### config.mk
export PLATFORM = sky130hd
export DESIGN_NAME = irq_ctrl_top
export DESIGN_NICKNAME = d
export VERILOG_FILES = /design/src/rtl/irq_pkg.sv /design/src/rtl/irq_src_bank.sv /design/src/rtl/irq_qualify.sv /design/src/rtl/irq_level_fsm.sv /design/src/rtl/irq_ctrl_top.sv
export SDC_FILE = /design/constraint.sdc
export NUM_CORES = 1
export LEC_CHECK = 0
export CORE_UTILIZATION = 38
export DETAILED_ROUTE_END_ITERATION = 8
export PLACE_DENSITY = 0.84
export SETUP_SLACK_MARGIN = 0.05
export SLEW_MARGIN = 20
export SYNTH_ARGS = -nofsm -noshare
export SYNTH_HDL_FRONTEND = slang
export SYNTH_SLANG_ARGS = --single-unit
### constraint.sdc
create_clock -name clk -period 1.9 [get_ports clk]
set_input_delay 0.38 -clock clk [delete_from_list [all_inputs] [get_ports clk]]
set_output_delay 0.38 -clock clk [all_outputs]
set_load 0.01 [all_outputs]
### src/rtl/irq_pkg.sv
package irq_pkg;

    // Service-level stack encoded as machine states
    typedef enum logic [1:0] {
        ST_IDLE = 2'd0,
        ST_LOW  = 2'd1,
        ST_HIGH = 2'd2,
        ST_NEST = 2'd3
    } lvl_state_t;

    // Action chosen for the current cycle
    typedef enum logic [1:0] {
        ACT_NONE    = 2'd0,
        ACT_TAKE_HI = 2'd1,
        ACT_TAKE_LO = 2'd2,
        ACT_RETURN  = 2'd3
    } lvl_act_t;

    localparam logic [1:0] LVL_IDLE = 2'd0;
    localparam logic [1:0] LVL_LOW  = 2'd1;
    localparam logic [1:0] LVL_HIGH = 2'd2;

endpackage

### src/rtl/irq_src_bank.sv
module irq_src_bank #(
    parameter int unsigned N_SRC       = 4,
    parameter int unsigned SYNC_STAGES = 2
) (
    input  logic             clk,
    input  logic             rst_n,
    input  logic [N_SRC-1:0] evt_i,
    input  logic             clr_i,
    input  logic [N_SRC-1:0] clr_mask_i,
    output logic [N_SRC-1:0] flag_o
);

    localparam int unsigned CHAIN_W = SYNC_STAGES + 1;

    for (genvar g = 0; g < N_SRC; g++) begin : g_src
        logic [CHAIN_W-1:0] chain_q;
        logic               rise;
        logic               flag_q;

        // Synchroniser plus one history stage for edge detection
        always_ff @(posedge clk or negedge rst_n) begin
            if (!rst_n) chain_q <= '0;
            else        chain_q <= {chain_q[CHAIN_W-2:0], evt_i[g]};
        end

        assign rise = chain_q[CHAIN_W-2] & ~chain_q[CHAIN_W-1];

        // A detected edge outranks a software clear in the same cycle
        always_ff @(posedge clk or negedge rst_n) begin
            if (!rst_n)                       flag_q <= 1'b0;
            else if (rise)                    flag_q <= 1'b1;
            else if (clr_i && clr_mask_i[g])  flag_q <= 1'b0;
        end

        assign flag_o[g] = flag_q;
    end

endmodule

### src/rtl/irq_qualify.sv
module irq_qualify #(
    parameter int unsigned N_CORE   = 2,
    parameter int unsigned N_PERIPH = 2
) (
    input  logic [N_CORE+N_PERIPH-1:0] flag_i,
    input  logic [N_CORE+N_PERIPH-1:0] en_i,
    input  logic [N_CORE+N_PERIPH-1:0] pri_i,
    input  logic                       prio_mode_i,
    input  logic                       glb_hi_i,
    input  logic                       glb_lo_i,
    output logic                       want_hi_o,
    output logic                       want_lo_o
);

    localparam int unsigned N_SRC = N_CORE + N_PERIPH;

    logic [N_SRC-1:0] is_periph;
    logic [N_SRC-1:0] armed;
    logic [N_SRC-1:0] compat_pass;
    logic             compat_any;
    logic             prio_hi;
    logic             prio_lo;

    for (genvar g = 0; g < N_SRC; g++) begin : g_grp
        assign is_periph[g] = (g >= N_CORE);
    end

    assign armed = flag_i & en_i;

    // Compatibility: peripheral sources additionally need the low bit
    assign compat_pass = armed & (~is_periph | {N_SRC{glb_lo_i}});
    assign compat_any  = glb_hi_i & (|compat_pass);

    // Priority mode: the high bit gates both levels
    assign prio_hi = glb_hi_i & (|(armed & pri_i));
    assign prio_lo = glb_hi_i & glb_lo_i & (|(armed & ~pri_i));

    assign want_hi_o = prio_mode_i ? prio_hi : compat_any;
    assign want_lo_o = prio_mode_i & prio_lo;

endmodule

### src/rtl/irq_level_fsm.sv
module irq_level_fsm
    import irq_pkg::*;
#(
    parameter int unsigned      VEC_W  = 16,
    parameter logic [VEC_W-1:0] HI_VEC = VEC_W'(8),
    parameter logic [VEC_W-1:0] LO_VEC = VEC_W'(24)
) (
    input  logic             clk,
    input  logic             rst_n,
    input  logic             prio_mode_i,
    input  logic             want_hi_i,
    input  logic             want_lo_i,
    input  logic             reti_i,
    input  logic             glb_we_i,
    input  logic [1:0]       glb_wdata_i,
    output logic             req_o,
    output logic [VEC_W-1:0] vec_o,
    output logic [1:0]       level_o,
    output logic [1:0]       glb_en_o
);

    lvl_state_t state_q, state_d;
    lvl_act_t   act;
    logic       req_q;
    logic [VEC_W-1:0] vec_q;
    logic       en_hi_q, en_lo_q;

    // State register
    always_ff @(posedge clk or negedge rst_n) begin
        if (!rst_n) state_q <= ST_IDLE;
        else        state_q <= state_d;
    end

    // Transitions: RET has precedence, then TAKE_HI / PREEMPT, then TAKE_LO
    always_comb begin
        act     = ACT_NONE;
        state_d = state_q;
        if (reti_i) begin
            unique case (state_q)
                ST_IDLE: ;
                ST_LOW:  begin act = ACT_RETURN; state_d = ST_IDLE; end
                ST_HIGH: begin act = ACT_RETURN; state_d = ST_IDLE; end
                ST_NEST: begin act = ACT_RETURN; state_d = ST_LOW;  end
            endcase
        end else begin
            unique case (state_q)
                ST_IDLE: begin
                    if (want_hi_i) begin
                        act     = ACT_TAKE_HI;
                        state_d = ST_HIGH;
                    end else if (want_lo_i) begin
                        act     = ACT_TAKE_LO;
                        state_d = ST_LOW;
                    end
                end
                ST_LOW: begin
                    if (prio_mode_i && want_hi_i) begin
                        act     = ACT_TAKE_HI;
                        state_d = ST_NEST;
                    end
                end
                ST_HIGH: ;
                ST_NEST: ;
            endcase
        end
    end

    // Registered outputs: request pulse, vector, global enables
    always_ff @(posedge clk or negedge rst_n) begin
        if (!rst_n) begin
            req_q   <= 1'b0;
            vec_q   <= '0;
            en_hi_q <= 1'b0;
            en_lo_q <= 1'b0;
        end else begin
            req_q <= 1'b0;
            if (glb_we_i) begin
                en_hi_q <= glb_wdata_i[1];
                en_lo_q <= glb_wdata_i[0];
            end
            unique case (act)
                ACT_NONE: ;
                ACT_TAKE_HI: begin
                    req_q   <= 1'b1;
                    vec_q   <= HI_VEC;
                    en_hi_q <= 1'b0;
                end
                ACT_TAKE_LO: begin
                    req_q   <= 1'b1;
                    vec_q   <= LO_VEC;
                    en_lo_q <= 1'b0;
                end
                ACT_RETURN: begin
                    if (state_q == ST_LOW) en_lo_q <= 1'b1;
                    else                   en_hi_q <= 1'b1;
                end
            endcase
        end
    end

    always_comb begin
        unique case (state_q)
            ST_IDLE: level_o = LVL_IDLE;
            ST_LOW:  level_o = LVL_LOW;
            ST_HIGH: level_o = LVL_HIGH;
            ST_NEST: level_o = LVL_HIGH;
        endcase
    end

    assign req_o    = req_q;
    assign vec_o    = vec_q;
    assign glb_en_o = {en_hi_q, en_lo_q};

endmodule

### src/rtl/irq_ctrl_top.sv
module irq_ctrl_top #(
    parameter int unsigned      N_CORE      = 2,
    parameter int unsigned      N_PERIPH    = 2,
    parameter int unsigned      SYNC_STAGES = 2,
    parameter int unsigned      VEC_W       = 16,
    parameter logic [VEC_W-1:0] HI_VEC      = VEC_W'(8),
    parameter logic [VEC_W-1:0] LO_VEC      = VEC_W'(24)
) (
    input  logic                       clk,
    input  logic                       rst_n,
    input  logic [N_CORE+N_PERIPH-1:0] src_evt_i,
    input  logic [N_CORE+N_PERIPH-1:0] src_en_i,
    input  logic [N_CORE+N_PERIPH-1:0] src_pri_i,
    input  logic                       prio_mode_i,
    input  logic                       glb_we_i,
    input  logic [1:0]                 glb_wdata_i,
    input  logic                       flag_clr_i,
    input  logic [N_CORE+N_PERIPH-1:0] flag_clr_mask_i,
    input  logic                       reti_i,
    output logic                       irq_req_o,
    output logic [VEC_W-1:0]           irq_vec_o,
    output logic [1:0]                 svc_level_o,
    output logic [1:0]                 glb_en_o,
    output logic [N_CORE+N_PERIPH-1:0] flags_o
);

    localparam int unsigned N_SRC = N_CORE + N_PERIPH;

    logic [N_SRC-1:0] flags;
    logic             want_hi, want_lo;
    logic [1:0]       glb_en;

    irq_src_bank #(
        .N_SRC       (N_SRC),
        .SYNC_STAGES (SYNC_STAGES)
    ) u_bank (
        .clk        (clk),
        .rst_n      (rst_n),
        .evt_i      (src_evt_i),
        .clr_i      (flag_clr_i),
        .clr_mask_i (flag_clr_mask_i),
        .flag_o     (flags)
    );

    irq_qualify #(
        .N_CORE   (N_CORE),
        .N_PERIPH (N_PERIPH)
    ) u_qual (
        .flag_i      (flags),
        .en_i        (src_en_i),
        .pri_i       (src_pri_i),
        .prio_mode_i (prio_mode_i),
        .glb_hi_i    (glb_en[1]),
        .glb_lo_i    (glb_en[0]),
        .want_hi_o   (want_hi),
        .want_lo_o   (want_lo)
    );

    irq_level_fsm #(
        .VEC_W  (VEC_W),
        .HI_VEC (HI_VEC),
        .LO_VEC (LO_VEC)
    ) u_fsm (
        .clk         (clk),
        .rst_n       (rst_n),
        .prio_mode_i (prio_mode_i),
        .want_hi_i   (want_hi),
        .want_lo_i   (want_lo),
        .reti_i      (reti_i),
        .glb_we_i    (glb_we_i),
        .glb_wdata_i (glb_wdata_i),
        .req_o       (irq_req_o),
        .vec_o       (irq_vec_o),
        .level_o     (svc_level_o),
        .glb_en_o    (glb_en)
    );

    assign glb_en_o = glb_en;
    assign flags_o  = flags;

endmodule

---- Yosys cells after proc, flatten, opt, wreduce, memory -nomap -nowiden ----
Cells that the tools add are included.
storage, ports and cells
  flip-flop bits (word level) ............. 37
  bits in latches ......................... 0
  bits in writable memories ............... 0
  bits in read-only memories .............. 0
  input port bits ......................... 24
  output and inout port bits .............. 25
  memories kept ........................... 0
operators by class
  add/sub/neg operators ................... 0
  multiply operators ...................... 0
  divide/modulo/power cells ............... 0
  magnitude comparators ................... 0
  equality and inequality tests ........... 9
  shift operators ......................... 0
  muxes and demuxes ....................... 30
  bitwise logic cells ..................... 18
  reductions and logical operators ........ 20
operators with widths
  kind                                                              number
  16-bit one-hot mux with 2 select lines                            1
  4-bit bitwise AND                                                 4
  2-bit two-way mux                                                 8
  1-bit two-way mux                                                 15
  2-bit one-hot mux with 2 select lines                             3
  4-bit OR reduction                                                3
  2-bit nonzero test                                                5
  1-bit bitwise AND                                                 9
  2-bit == test (second input constant)                             4
  3-bit by 2-bit != test with 1-bit output (second input constant)  2
  2-bit one-hot mux with 3 select lines                             1
  2-bit OR reduction                                                3
  1-bit logical AND                                                 5
  2-bit by 1-bit == test with 1-bit output (second input constant)  2
  4-bit by 2-bit != test with 1-bit output (second input constant)  1
  1-bit inverter                                                    4
  4-bit inverter                                                    1
  1-bit one-hot mux with 2 select lines                             2
  4-bit AND reduction                                               1
  3-bit nonzero test                                                1
  3-bit OR reduction                                                1
  2-bit logical NOT                                                 1

---- Longest topological paths before layout ----
Gate-level depths: netlist of the first run.
  depth in word-level cells ............... 12
  gate-level depth with buffers ........... 9
  gate-level depth less buffers ........... 9

---- Modules after synthesis ----
From an unflattened synthesis of the first run, not the netlist that was laid out.
second synthesis, totals
  cells, all modules ...................... 110
  area total of the unflattened synthesis .. 1233.7 um2
modules (own cells, without submodules)
  module         times used  cells each  area an instance (um2)  seq. area each (um2)
  irq_level_fsm  1           62          628.1                   175.2
  irq_src_bank   1           32          495.5                   400.4
  irq_qualify    1           16          110.1                   0.0

---- Least setup slack after synthesis of the first run ----
OpenSTA, ideal clock, no wires.
  path kind ............................... reg2reg
  start ................................... register u_fsm.state_q[1]
  end ..................................... register u_fsm.vec_q[3], in the netlist u_fsm.vec_o[3]
  setup time .............................. 0.127 ns
  arrival ................................. 1.744 ns
  required time ........................... 1.773 ns
  slack ................................... 0.029 ns
  cell stages (with the launch flop) ...... 7
  period minus slack after synthesis ...... 1.871 ns
  path through ............................ dfrtp_1 inv_1 ha_1 a21oi_1 o31ai_1 ha_1 or2_2
on the way
  longest elaborated chain between the ends .. 6
ends and longest elaborated chain
  element                                                                           line                                      RTL
  start, declared                                                                   irq_level_fsm.sv:22                       lvl_state_t state_q, state_d;
  start signal, assigned                                                            irq_level_fsm.sv:31                       else state_q <= state_d;
  2-bit == test / 2-bit by 1-bit == test with 1-bit output (equally long branches)  irq_level_fsm.sv:39, irq_level_fsm.sv:46
  3-bit OR reduction (no source line)                                               n/a
  2-bit two-way mux                                                                 irq_level_fsm.sv:39                       unique case (state_q)
  2-bit two-way mux *                                                               irq_level_fsm.sv:38                       if (reti_i) begin
  2-bit by 1-bit == test with 1-bit output / 2-bit == test (equally long branches)  irq_level_fsm.sv:81                       unique case (act)
  2-bit nonzero test (no source line) *                                             n/a
  end signal, assigned                                                              irq_level_fsm.sv:72                       vec_q <= '0;
  end signal, assigned                                                              irq_level_fsm.sv:85                       vec_q <= HI_VEC;
  end signal, assigned                                                              irq_level_fsm.sv:90                       vec_q <= LO_VEC;
  end, declared                                                                     irq_level_fsm.sv:25                       logic [VEC_W-1:0] vec_q;
Mark *: on every way between the ends. The rest lies on a longest branch, timed or not.
A chain may end at the register's enable or synchronous reset.

---- Worst setup path in the final report of the first run ----
  start ................................... register u_fsm.state_q[1]
  end ..................................... register u_fsm.vec_q[4], in the netlist u_fsm.vec_o[4]
on the way
  longest elaborated chain between the ends .. 6
ends and longest elaborated chain
  element                                                                              line
  2-bit == test / 2-bit by 1-bit == test with 1-bit output (equally long branches)     irq_level_fsm.sv:39, irq_level_fsm.sv:46
  3-bit OR reduction (no source line)                                                  n/a
  2-bit two-way mux                                                                    irq_level_fsm.sv:39
  2-bit two-way mux *                                                                  irq_level_fsm.sv:38
  2-bit == test / 2-bit by 1-bit == test with 1-bit output (equally long branches)     irq_level_fsm.sv:81
  16-bit one-hot mux with 2 select lines / 2-bit nonzero test (equally long branches)  n/a
Mark *: on every way between the ends. The rest lies on a longest branch, timed or not. The select of a mux whose other input is x is not followed.

==> flow_summary.json, run 1 <==
{
  "die_h_um": 58.1,
  "drive_gt1_share_pct": 23.8,
  "fin_hold_ws_ps": 364,
  "r2r-start": "u_fsm.state_q[1]",
  "fin_tns_setup_ps": 0,
  "timing.rr.end": "u_fsm.vec_o[4]",
  "worstPathRequired_ps": 2130,
  "post-route-util_pct": 55.5,
  "ant_nets": 0,
  "period_share_pct": 98.4,
  "first_pass_iters": 4,
  "coreArea_um2": 3030,
  "critPathKind": "reg2reg",
  "io_buffers": 34,
  "vias": 939,
  "gr-usage-met1_pct": 16.7,
  "num_io_pins": 49,
  "place_ws_ps": -487,
  "wl_per_cell_um": 12.2,
  "antenna_found_initial": 0,
  "synth_area_leader_cell": "dfrtp_1",
  "syn_to_final_growth_pct": 40.2,
  "dp.final_hpwl_um": 1810,
  "ys_async_sr_fraction_pct": 100,
  "path_buf_inv": 1,
  "synth-edff-count": 0,
  "nets": 191,
  "drtIter0Drc": 34,
  "grt_util_met3_pct": 2.23,
  "path_clk_slew_ps": 130,
  "viasPerCell": 4.60,
  "crit_arrival_ps": 2090,
  "grt_first_pass_wirelength_um": 3830,
  "htreeDepth": 1,
  "ys_ff_latch": 23,
  "dp_cells": 195,
  "r2r_setup_slack_ps": 30,
  "synthTopCellsByCount": "23 x dfrtp_1, 20 x buf_4, 13 x nand2_1",
  "antenna_cells": 0,
  "syn_area_um2": 1200,
  "p_leak_nw": 0.789,
  "startpoint": "u_fsm.state_q[1]",
  "slowest_delay_ps": 430,
  "postSynthAreaPerCell_um2": 10.4,
  "end_kind": "register",
  "maxCapViolations": 0,
  "min_path_type": "reg2reg",
  "cp_slowest_cell": "dfrtp_1",
  "clk_latency_ps": 320,
  "busiest_layer": "met2",
  "post-route-drc-count": 0,
  "grt_util_met2_pct": 28.2,
  "grt.total_usage_pct": 15.5,
  "ys.flop_type": "dfrtp_1",
  "setup_viol": 0,
  "netlist_instances": 115,
  "synth_warnings": 0,
  "std_cell_rows": 20,
  "hold_viol": 0,
  "yosys-top-cells-area": "dfrtp_1 48%, buf_4 13%, ha_1 6.3%",
  "yosys.area.top_type_share_pct": 48.1,
  "power.density_nw_per_um2": 1060,
  "grt_max_degree": 24,
  "fin_cells": 204,
  "numClockSinks": 23,
  "clock_skew_ps": 0.508,
  "crit_chain": "inv_1, ha_1, nand2b_1, o31ai_4, ha_4, mux2_2",
  "reg2reg_depth": 6,
  "ctsLongestPathBuffers": 2,
  "status": "completed",
  "worst-path-stages": 6,
  "overflow": 0,
  "seq_area_frac_synth_pct": 48.1,
  "cp-start-kind": "register",
  "numCtsBuffers": 3,
  "die_w_um": 58.1,
  "fillCellCount": 253,
  "dieArea_um2": 3380,
  "period_minus_slack_ps": 1870,
  "cts_root_buf": "clkbuf_4",
  "yosysMostFrequentCell": "dfrtp_1",
  "start_util_pct": 39.5,
  "irDropWorstVdd_uv": 360,
  "worst_slack_ps": 31.3,
  "max_freq_mhz": 535,
  "cp_max_fo": 5,
  "critical_path.endpoint": "u_fsm.vec_o[4]",
  "rsz0062_at_grt": "true",
  "path_delay_family": "adder cells",
  "maxSlewViolCount": 0,
  "drt_wl_total_um": 2490,
  "cts_tree": "built",
  "grt_pass1_vias": 937,
  "synth_cell_types": 31,
  "gp_congestion": 0.813
}
## worst reg2reg max path, cell delays in order (launching register included)
cell      delay, ps
dfrtp_1         430
inv_1           100
ha_1            260
nand2b_1        250
o31ai_4         140
ha_4            290
mux2_2          320
## metrics by stage
step	cell area (um^2)	total power, mW
2_1_floorplan	1250	1.11
3_3_place_gp	1570	1.41
3_5_place_dp	1570	1.45
4_1_cts	1650	1.75
5_1_grt	1680	1.89
6_report	1680	1.78
## state kept, by name (all words and copies together), names as in the netlist
register              count
u_fsm.en_lo_q             1
u_fsm.en_hi_q             1
u_fsm.req_o               1
u_fsm.vec_o               2
u_bank.g_src.flag_q       4
u_fsm.state_q             2
u_bank.g_src.chain_q     12
## per-layer routing
layer	vias to the layer above	wire (um)
met5	-	0
met4	0	60
met3	5	123
met2	39	1250
met1	449	1050
li1	446	-
## cell families (layout without fill, tap and decap cells)
| logic type | Yosys count | after routing | synth area share [%] |
|---|---|---|---|
| AO/OA/AOI/OAI | 20 | 20 | 13.8 |
| adder cells (fa/ha/maj) | 6 | 6 | 6.27 |
| buffers and inverters | 32 | 64 | 16.3 |
| flip-flops | 23 | 23 | 48.1 |
| multiplexers | 5 | 5 | 4.39 |
| other | 1 | 14 | 0.313 |
| AND/OR/NAND/NOR | 28 | 28 | 10.9 |
## final cells by class
type | instances | area, um^2 | share of cell area (%)
Clock buffer | 3 | 22.5 | 1.34
Timing Repair Buffer | 49 | 439 | 26.2
Clock inverter | 1 | 7.51 | 0.447
Sequential cell | 23 | 576 | 34.3
Tap cell | 44 | 55.1 | 3.28
Multi-Input combinational cell | 73 | 536 | 31.9
Inverter | 11 | 43.8 | 2.61
## report_power, final
| group | leakage [nW] | internal [mW] | switching, mW |
|---|---|---|---|
| Combinational | 0.506 | 0.470 | 0.437 |
| Clock | 0.0139 | 0.0807 | 0.158 |
| Sequential | 0.268 | 0.572 | 0.0641 |
## worst min path at each step
stage	from	endpoint	slack, ps	cells past startpoint
2_1_floorplan	rst_n	u_bank.g_src[0].chain_q[0]	80	0
3_3_place_gp	u_bank.g_src[0].chain_q[0]	u_bank.g_src[0].chain_q[1]	330	0
3_5_place_dp	u_bank.g_src[2].chain_q[0]	u_bank.g_src[2].chain_q[1]	340	0
4_1_cts	u_bank.g_src[2].chain_q[0]	u_bank.g_src[2].chain_q[1]	370	0
5_1_grt	u_bank.g_src[2].chain_q[0]	u_bank.g_src[2].chain_q[1]	370	0
6_report	u_bank.g_src[2].chain_q[0]	u_bank.g_src[2].chain_q[1]	360	0
## placed cells by master (no fill, tap or decap), types with 3 or more instances in the layout
master | Yosys | final
clkdlybuf4s50_1 | 0 | 23
dfrtp_1 | 23 | 23
buf_4 | 20 | 15
conb_1 | 1 | 14
nand2_1 | 13 | 12
inv_1 | 11 | 9
dlygate4sd2_1 | 0 | 7
nor2_1 | 4 | 4
o21ai_0 | 4 | 4
nand3_1 | 4 | 3
mux2i_1 | 3 | 3
ha_1 | 6 | 3
clkbuf_4 | 0 | 3
## repair_timing
item,4_1_cts,5_1_grt
gates resized for setup,16,12
pin swaps,5,9
hold buffers,0,0
endpoints found under the setup margin,7,9
setup buffers,4,2
endpoints found under the hold margin,0,0
(Power assumes the default switching activity.)
==> run 2, diff against run 1 <==
--- a/config.mk
+++ b/config.mk
@@ -5,9 +5,12 @@
 export SDC_FILE = /design/constraint.sdc
 export NUM_CORES = 1
 export LEC_CHECK = 0
-export CORE_UTILIZATION = 38
+export CELL_PAD_IN_SITES_DETAIL_PLACEMENT = 1
+export CELL_PAD_IN_SITES_GLOBAL_PLACEMENT = 1
+export CORE_UTILIZATION = 28
 export DETAILED_ROUTE_END_ITERATION = 8
-export PLACE_DENSITY = 0.84
+export PLACE_DENSITY = 0.83
+export RECOVER_POWER = 25
 export SETUP_SLACK_MARGIN = 0.05
 export SLEW_MARGIN = 20
 export SYNTH_ARGS = -nofsm -noshare
==> run 2 against run 1 <==
Core utilization down 13 points. Final area up 2.8%. Clock-buffer cell count unchanged. Cell count up 2.9%. Register-to-register slack about the same. Worst hold slack worse by 9.8 ps. Non-clock buffer count unchanged. Flip-flop and latch count unchanged. Sequential power up 2%. Setup slack worse by 9.2 ps. Global-route usage down 1.3 points. Critical path type unchanged.
==> flow_summary.json, run 2 (synthesis gave the netlist of run 1 again) <==
{
  "worst_slack_ps": 22.1,
  "largestRegisters": "u_bank.g_src.chain_q: 12 flops, u_bank.g_src.flag_q: 4 flops",
  "p_leak_nw": 0.788,
  "drt_wl_total_um": 2980,
  "dieArea_um2": 4540,
  "path_clk_slew_ps": 80,
  "internal_power_mw": 1.21,
  "min_path_type": "reg2reg",
  "vias": 947,
  "antenna_found_initial": 0,
  "reg2reg_depth": 7,
  "largest_reg_flops": 12,
  "path_buf_inv": 0,
  "crit_arrival_ps": 2030,
  "viasPerCell": 4.51,
  "worst-path-stages": 7,
  "stdcell_area_um2": 1730,
  "path_delay_family": "simple AND/OR/NAND/NOR gates",
  "dp_cells": 200,
  "ctsLongestPathBuffers": 2,
  "cp_max_fo": 4,
  "drive_gt1_share_pct": 26.3,
  "numClockSinks": 23,
  "io_buffers": 34,
  "power.switching_mw": 0.669,
  "period_share_pct": 98.8,
  "dp.final_hpwl_um": 2270,
  "critPathKind": "reg2reg",
  "final_common_cell": "dfrtp_1",
  "grt.total_usage_pct": 14.2,
  "power_frac_comb_pct": 49.3,
  "place_area_um2": 1570,
  "end_kind": "register",
  "num_io_pins": 49,
  "coreArea_um2": 4060,
  "hold_viol": 0,
  "htreeDepth": 1,
  "grt_pass1_vias": 992,
  "numCtsBuffers": 3,
  "maxCapViolations": 0,
  "final_cell_mix": "23 x dfrtp_1, 19 x clkdlybuf4s50_1, 14 x conb_1, 14 x buf_4, 11 x nand2_1",
  "max_freq_mhz": 533,
  "wl_per_cell_um": 14.2,
  "hold_depth": 0,
  "place_ws_ps": -504,
  "p_clk_share_pct": 16.1,
  "overflow": 0,
  "clock_skew_ps": 1.58,
  "rsz0062_at_grt": "true",
  "crit_chain": "nand2_1, o22ai_2, o2111ai_2, nand3b_1, nand2_2, ha_4, mux2_2",
  "period_minus_slack_ps": 1880,
  "drtIter0Drc": 21,
  "setup_viol": 0,
  "worstPathRequired_ps": 2050,
  "seqPwrFrac_pct": 34.6,
  "cp-start-kind": "register",
  "cts_root_buf": "clkbuf_8",
  "design_power_total_mw": 1.88,
  "ant_nets": 0,
  "top_layer_used": "met4",
  "power.density_nw_per_um2": 1090,
  "irDropWorstVdd_uv": 319,
  "syn_to_final_growth_pct": 44.2,
  "wl_met3_um": 167,
  "sw_frac_of_total_pct": 35.7,
  "slew_headroom_pct": 62.7,
  "cp_slowest_cell": "dfrtp_1",
  "wl_met2_um": 1650,
  "largest_register": "u_bank.g_src.chain_q",
  "cts_tree": "built",
  "gp_congestion": 0.853,
  "clk_latency_ps": 260,
  "fin_cells": 210,
  "worst-slew-pin-transition_ps": 559,
  "cts_hold_buf": 0,
  "fin_hold_ws_ps": 354,
  "post-route-drc-count": 0,
  "grt_first_pass_wirelength_um": 4670,
  "nets": 191,
  "start_util_pct": 29.5,
  "status": "completed",
  "antenna_cells": 0,
  "slowest_delay_ps": 410,
  "std_cell_rows": 23,
  "wl_met1_um": 1110,
  "grt_max_degree": 24,
  "maxSlewViolCount": 0,
  "fillCellCount": 464,
  "die_w_um": 67.4,
  "die_h_um": 67.4,
  "first_pass_iters": 3
}
==> run 2: cell type report <==
cell class	instances	area [um^2]	share of cell area [%]
Timing Repair Buffer	49	438	25.4
Tap cell	50	62.6	3.62
Multi-Input combinational cell	73	561	32.5
Sequential cell	23	576	33.3
Clock inverter	1	7.51	0.435
Clock buffer	3	41.3	2.39
Inverter	11	41.3	2.39
==> run 2: worst paths after layout <==
kind / slack [ps] / to / from
worst min register to register: 350 / u_bank.g_src[0].chain_q[1] / u_bank.g_src[0].chain_q[0]
worst max-delay path: 20 / u_fsm.vec_o[4] / u_bank.g_src[0].flag_q
worst min-delay path: 350 / u_bank.g_src[0].chain_q[1] / u_bank.g_src[0].chain_q[0]
worst max register to register: 20 / u_fsm.vec_o[4] / u_bank.g_src[0].flag_q
max in group asynchronous: 970 / u_fsm.state_q[1] / rst_n
min in group asynchronous: 560 / u_bank.g_src[3].chain_q[2] / rst_n
==> run 2: metal layers <==
layer | GRT usage [%] | up-vias
met5 | 0 | -
met4 | 3.99 | 0
met3 | 2.70 | 6
met2 | 27.1 | 32
met1 | 15.6 | 464
li1 | - | 445
==> run 2: worst register-to-register path: cells and delay by family (launching register included) <==
kind                     cells  cell delay (ps)
AO/OA/AOI/OAI                2              310
AND/OR/NAND/NOR              3              430
multiplexers                 1              330
flip-flops                   1              410
adder cells (fa/ha/maj)      1              280
==> run 2: through the flow <==
stage | setup TNS [ps] | utilization [%]
2_1_floorplan | 0 | -
3_3_place_gp | -1980 | 38.6
3_5_place_dp | -2600 | 38.6
4_1_cts | 0 | 41.6
5_1_grt | -110 | 42.6
6_report | 0 | 42.6
==> run 2: what timing repair did <==
action | 4_1_cts | 5_1_grt
setup endpoints to repair | 8 | 7
setup buffers | 3 | 3
gates resized for setup | 23 | 8
pin swaps | 10 | 4
==> run 2: power groups by stage <==
stage | Combinational [mW] | Clock [mW] | Sequential [mW]
floorplan | 0.467 | 0 | 0.646
global placement | 0.740 | 0 | 0.649
detailed placement | 0.781 | 0 | 0.659
CTS | 0.835 | 0.318 | 0.653
global route | 1.02 | 0.335 | 0.661
finish | 0.924 | 0.302 | 0.649
==> run 3, diff against run 2 <==
--- a/config.mk
+++ b/config.mk
@@ -7,12 +7,13 @@
 export LEC_CHECK = 0
 export CELL_PAD_IN_SITES_DETAIL_PLACEMENT = 1
 export CELL_PAD_IN_SITES_GLOBAL_PLACEMENT = 1
-export CORE_UTILIZATION = 28
+export CORE_UTILIZATION = 29
 export DETAILED_ROUTE_END_ITERATION = 8
-export PLACE_DENSITY = 0.83
+export PLACE_DENSITY = 0.84
 export RECOVER_POWER = 25
 export SETUP_SLACK_MARGIN = 0.05
 export SLEW_MARGIN = 20
 export SYNTH_ARGS = -nofsm -noshare
 export SYNTH_HDL_FRONTEND = slang
+export SYNTH_HIERARCHICAL = 1
 export SYNTH_SLANG_ARGS = --single-unit
==> run 3 against run 2 <==
Total power increased by 11%. Routed wire length grew 13%. The flow now finishes with violations (negative setup slack). Cell count increased by 2.4%. Largest cell class is now multi-input gates. Critical path type unchanged. Maximum frequency is 14% lower. Clock skew is 3.7 ps higher. Critical endpoint is now u_fsm/state_q[1]. Clock-buffer cell count stayed put. Synthesized area is 3.0% higher. Final area rose by 5.6%.
==> flow_summary.json, run 3 <==
{
  "maxSlewViolCount": 0,
  "final_cell_mix": "23 x buf_4, 22 x dfrtp_1, 19 x clkdlybuf4s50_1, 14 x conb_1, 9 x dlygate4sd2_1",
  "irDropWorstVdd_uv": 388,
  "clk_latency_ps": 270,
  "dp.final_hpwl_um": 2540,
  "largestRegisters": "u_bank/g_src.chain_q: 12 flops, u_bank/g_src.flag_q: 4 flops",
  "cts_hold_buf": 0,
  "dieArea_um2": 4520,
  "seqCellArea_um2": 577,
  "postSynthAreaPerCell_um2": 11.2,
  "yosys.area.top_type_share_pct": 46.7,
  "hold_viol": 0,
  "ant_nets": 0,
  "cp_slowest_cell": "or4b_4",
  "coreArea_um2": 4030,
  "numCtsBuffers": 3,
  "synth-edff-count": 0,
  "rsz0062_at_grt": "true",
  "die_h_um": 67.2,
  "worstPathRequired_ps": 2090,
  "timing.rr.end": "u_fsm/state_q[1]",
  "gp_congestion": 0.885,
  "synthTopCellsByCount": "23 x dfrtp_1, 20 x buf_4, 9 x inv_1",
  "path_clk_slew_ps": 90,
  "p_leak_nw": 0.847,
  "max_freq_mhz": 458,
  "r2r_setup_slack_ps": -280,
  "crit_chain": "a221o_1, a21oi_2, a311oi_2, buf_4, or4b_4, o311ai_4, buf_6, mux2i_4",
  "nets": 198,
  "antenna_found_initial": 0,
  "synth_area_leader_cell": "dfrtp_1",
  "min_to": "u_bank/g_src[1].chain_q[1]",
  "vias": 987,
  "end_kind": "register",
  "hold_start": "u_bank/g_src[1].chain_q[0]",
  "syn_to_final_growth_pct": 47.8,
  "std_cell_rows": 23,
  "largest_register": "u_bank/g_src.chain_q",
  "netlist_instances": 110,
  "crit_arrival_ps": 2370,
  "slowest_delay_ps": 490,
  "hold_depth": 0,
  "yosys-top-cells-area": "dfrtp_1 47%, buf_4 12%, ha_1 8.1%",
  "largest_reg_flops": 12,
  "viasPerCell": 4.59,
  "final_common_cell": "buf_4",
  "drive_gt1_share_pct": 30.9,
  "failed_checks": "negative setup slack",
  "min_path_type": "reg2reg",
  "fin_hold_ws_ps": 358,
  "htreeDepth": 1,
  "worst_slack_ps": -283,
  "clock_skew_ps": 5.23,
  "post-route-drc-count": 0,
  "synth_warnings": 6,
  "yosysMostFrequentCell": "dfrtp_1",
  "drtIter0Drc": 32,
  "wl_per_cell_um": 15.7,
  "design_power_total_mw": 2.09,
  "start_util_pct": 30.6,
  "reg2reg_depth": 8,
  "io_buffers": 34,
  "drt_wl_total_um": 3370,
  "numClockSinks": 23,
  "multi_input_area_um2": 598,
  "dp_cells": 204,
  "overflow": 0,
  "period_minus_slack_ps": 2180,
  "cp-start-kind": "register",
  "seq_area_frac_synth_pct": 46.7,
  "ys_async_sr_fraction_pct": 100,
  "ys_ff_latch": 23,
  "grt_pass1_vias": 1062,
  "r2r-start": "u_bank/g_src[1].flag_q",
  "syn_area_um2": 1230,
  "cts_root_buf": "clkbuf_8",
  "grt_max_degree": 24,
  "ctsLongestPathBuffers": 2,
  "status": "finished, violations left",
  "setup_viol": 5,
  "first_pass_iters": 4,
  "critPathKind": "reg2reg",
  "maxCapViolations": 0,
  "synth_cell_types": 32,
  "cp_max_fo": 4,
  "num_io_pins": 49,
  "fin_cells": 215,
  "grt.total_usage_pct": 15.9,
  "ys.flop_type": "dfrtp_1",
  "die_w_um": 67.2,
  "antenna_cells": 0,
  "power.density_nw_per_um2": 1140,
  "grt_first_pass_wirelength_um": 5200,
  "cts_tree": "built",
  "fillCellCount": 447,
  "period_share_pct": 115
}
## run 3: cell types whose count changed after synthesis, moves of 2 or more
cell | previous run | this run
a22o_1 | 0 | 5
a31oi_1 | 0 | 2
and3_1 | 0 | 2
a21oi_1 | 3 | 1
inv_1 | 11 | 9
o21ai_0 | 4 | 2
nand2_1 | 13 | 8
nand3_1 | 4 | 2
ha_1 | 6 | 8
## run 3: kinds of logic after synthesis
group | Yosys count | share of synthesized area (%)
DFF | 23 | 46.7
buffers and inverters | 29 | 14.9
adders and majority gates | 8 | 8.11
and+or+nand+nor | 22 | 9.53
muxes | 5 | 4.56
AOI/OAI and AO/OA | 22 | 15.9
other | 1 | 0.304
## run 3: per-stage QoR
stage	util (%)	cell area (um^2)	TNS, ps	setup WS [ps]
6_report	45.2	1820	-1010	-283
5_1_grt	45.2	1820	-1560	-344
4_1_cts	44.3	1780	-995	-301
3_5_place_dp	41.4	1670	-4490	-771
3_3_place_gp	41.4	1670	-3880	-675
2_1_floorplan	-	1290	-599	-193
## run 3: how the worst max path moves through the flow
stage               slack [ps]               end  cells past startpoint                    from
finish                    -280  u_fsm/state_q[1]                      8  u_bank/g_src[1].flag_q
global route              -340  u_fsm/state_q[1]                      8  u_bank/g_src[1].flag_q
CTS                       -300  u_fsm/state_q[1]                      8  u_bank/g_src[0].flag_q
detailed placement        -770    u_fsm/vec_o[3]                      9             src_en_i[0]
global placement          -670    u_fsm/vec_o[3]                      9             src_en_i[0]
floorplan                 -190    u_fsm/vec_o[3]                      8  u_bank/g_src[1].flag_q
## run 3: what timing repair did
item	CTS	global route
setup endpoints to repair	9	9
setup buffers	3	4
resized for setup	27	6
pin swaps	6	4
## run 3: critical path: cells and delay by family, from the launching register on
kind / cells / cell delay, ps
buf+inv: 2 / 330
mux: 1 / 220
simple gates: 1 / 490
compound gates: 4 / 670
flops: 1 / 400
## run 3: per-layer routing
metal / GRT usage, % / vias to the layer above / wire, um
li1: - / 453 / -
met1: 19.3 / 473 / 1440
met2: 26.9 / 52 / 1640
met3: 2.87 / 9 / 191
met4: 7.71 / 0 / 96
met5: 0 / - / 0
## run 3: area by class of cell
type / count / share of cell area (%)
multi-input cells: 71 / 32.8
flip-flops and latches: 23 / 31.6
repair buffers: 58 / 27.6
well taps: 50 / 3.43
clock buffers: 3 / 2.26
inverters: 9 / 1.85
clock inverters: 1 / 0.412
## run 3: power breakdown
group | leakage [nW] | switching, mW | internal [mW]
Clock | 0.0217 | 0.164 | 0.149
Sequential | 0.267 | 0.0491 | 0.573
Combinational | 0.559 | 0.532 | 0.620
Total | 0.847 | 0.745 | 1.34
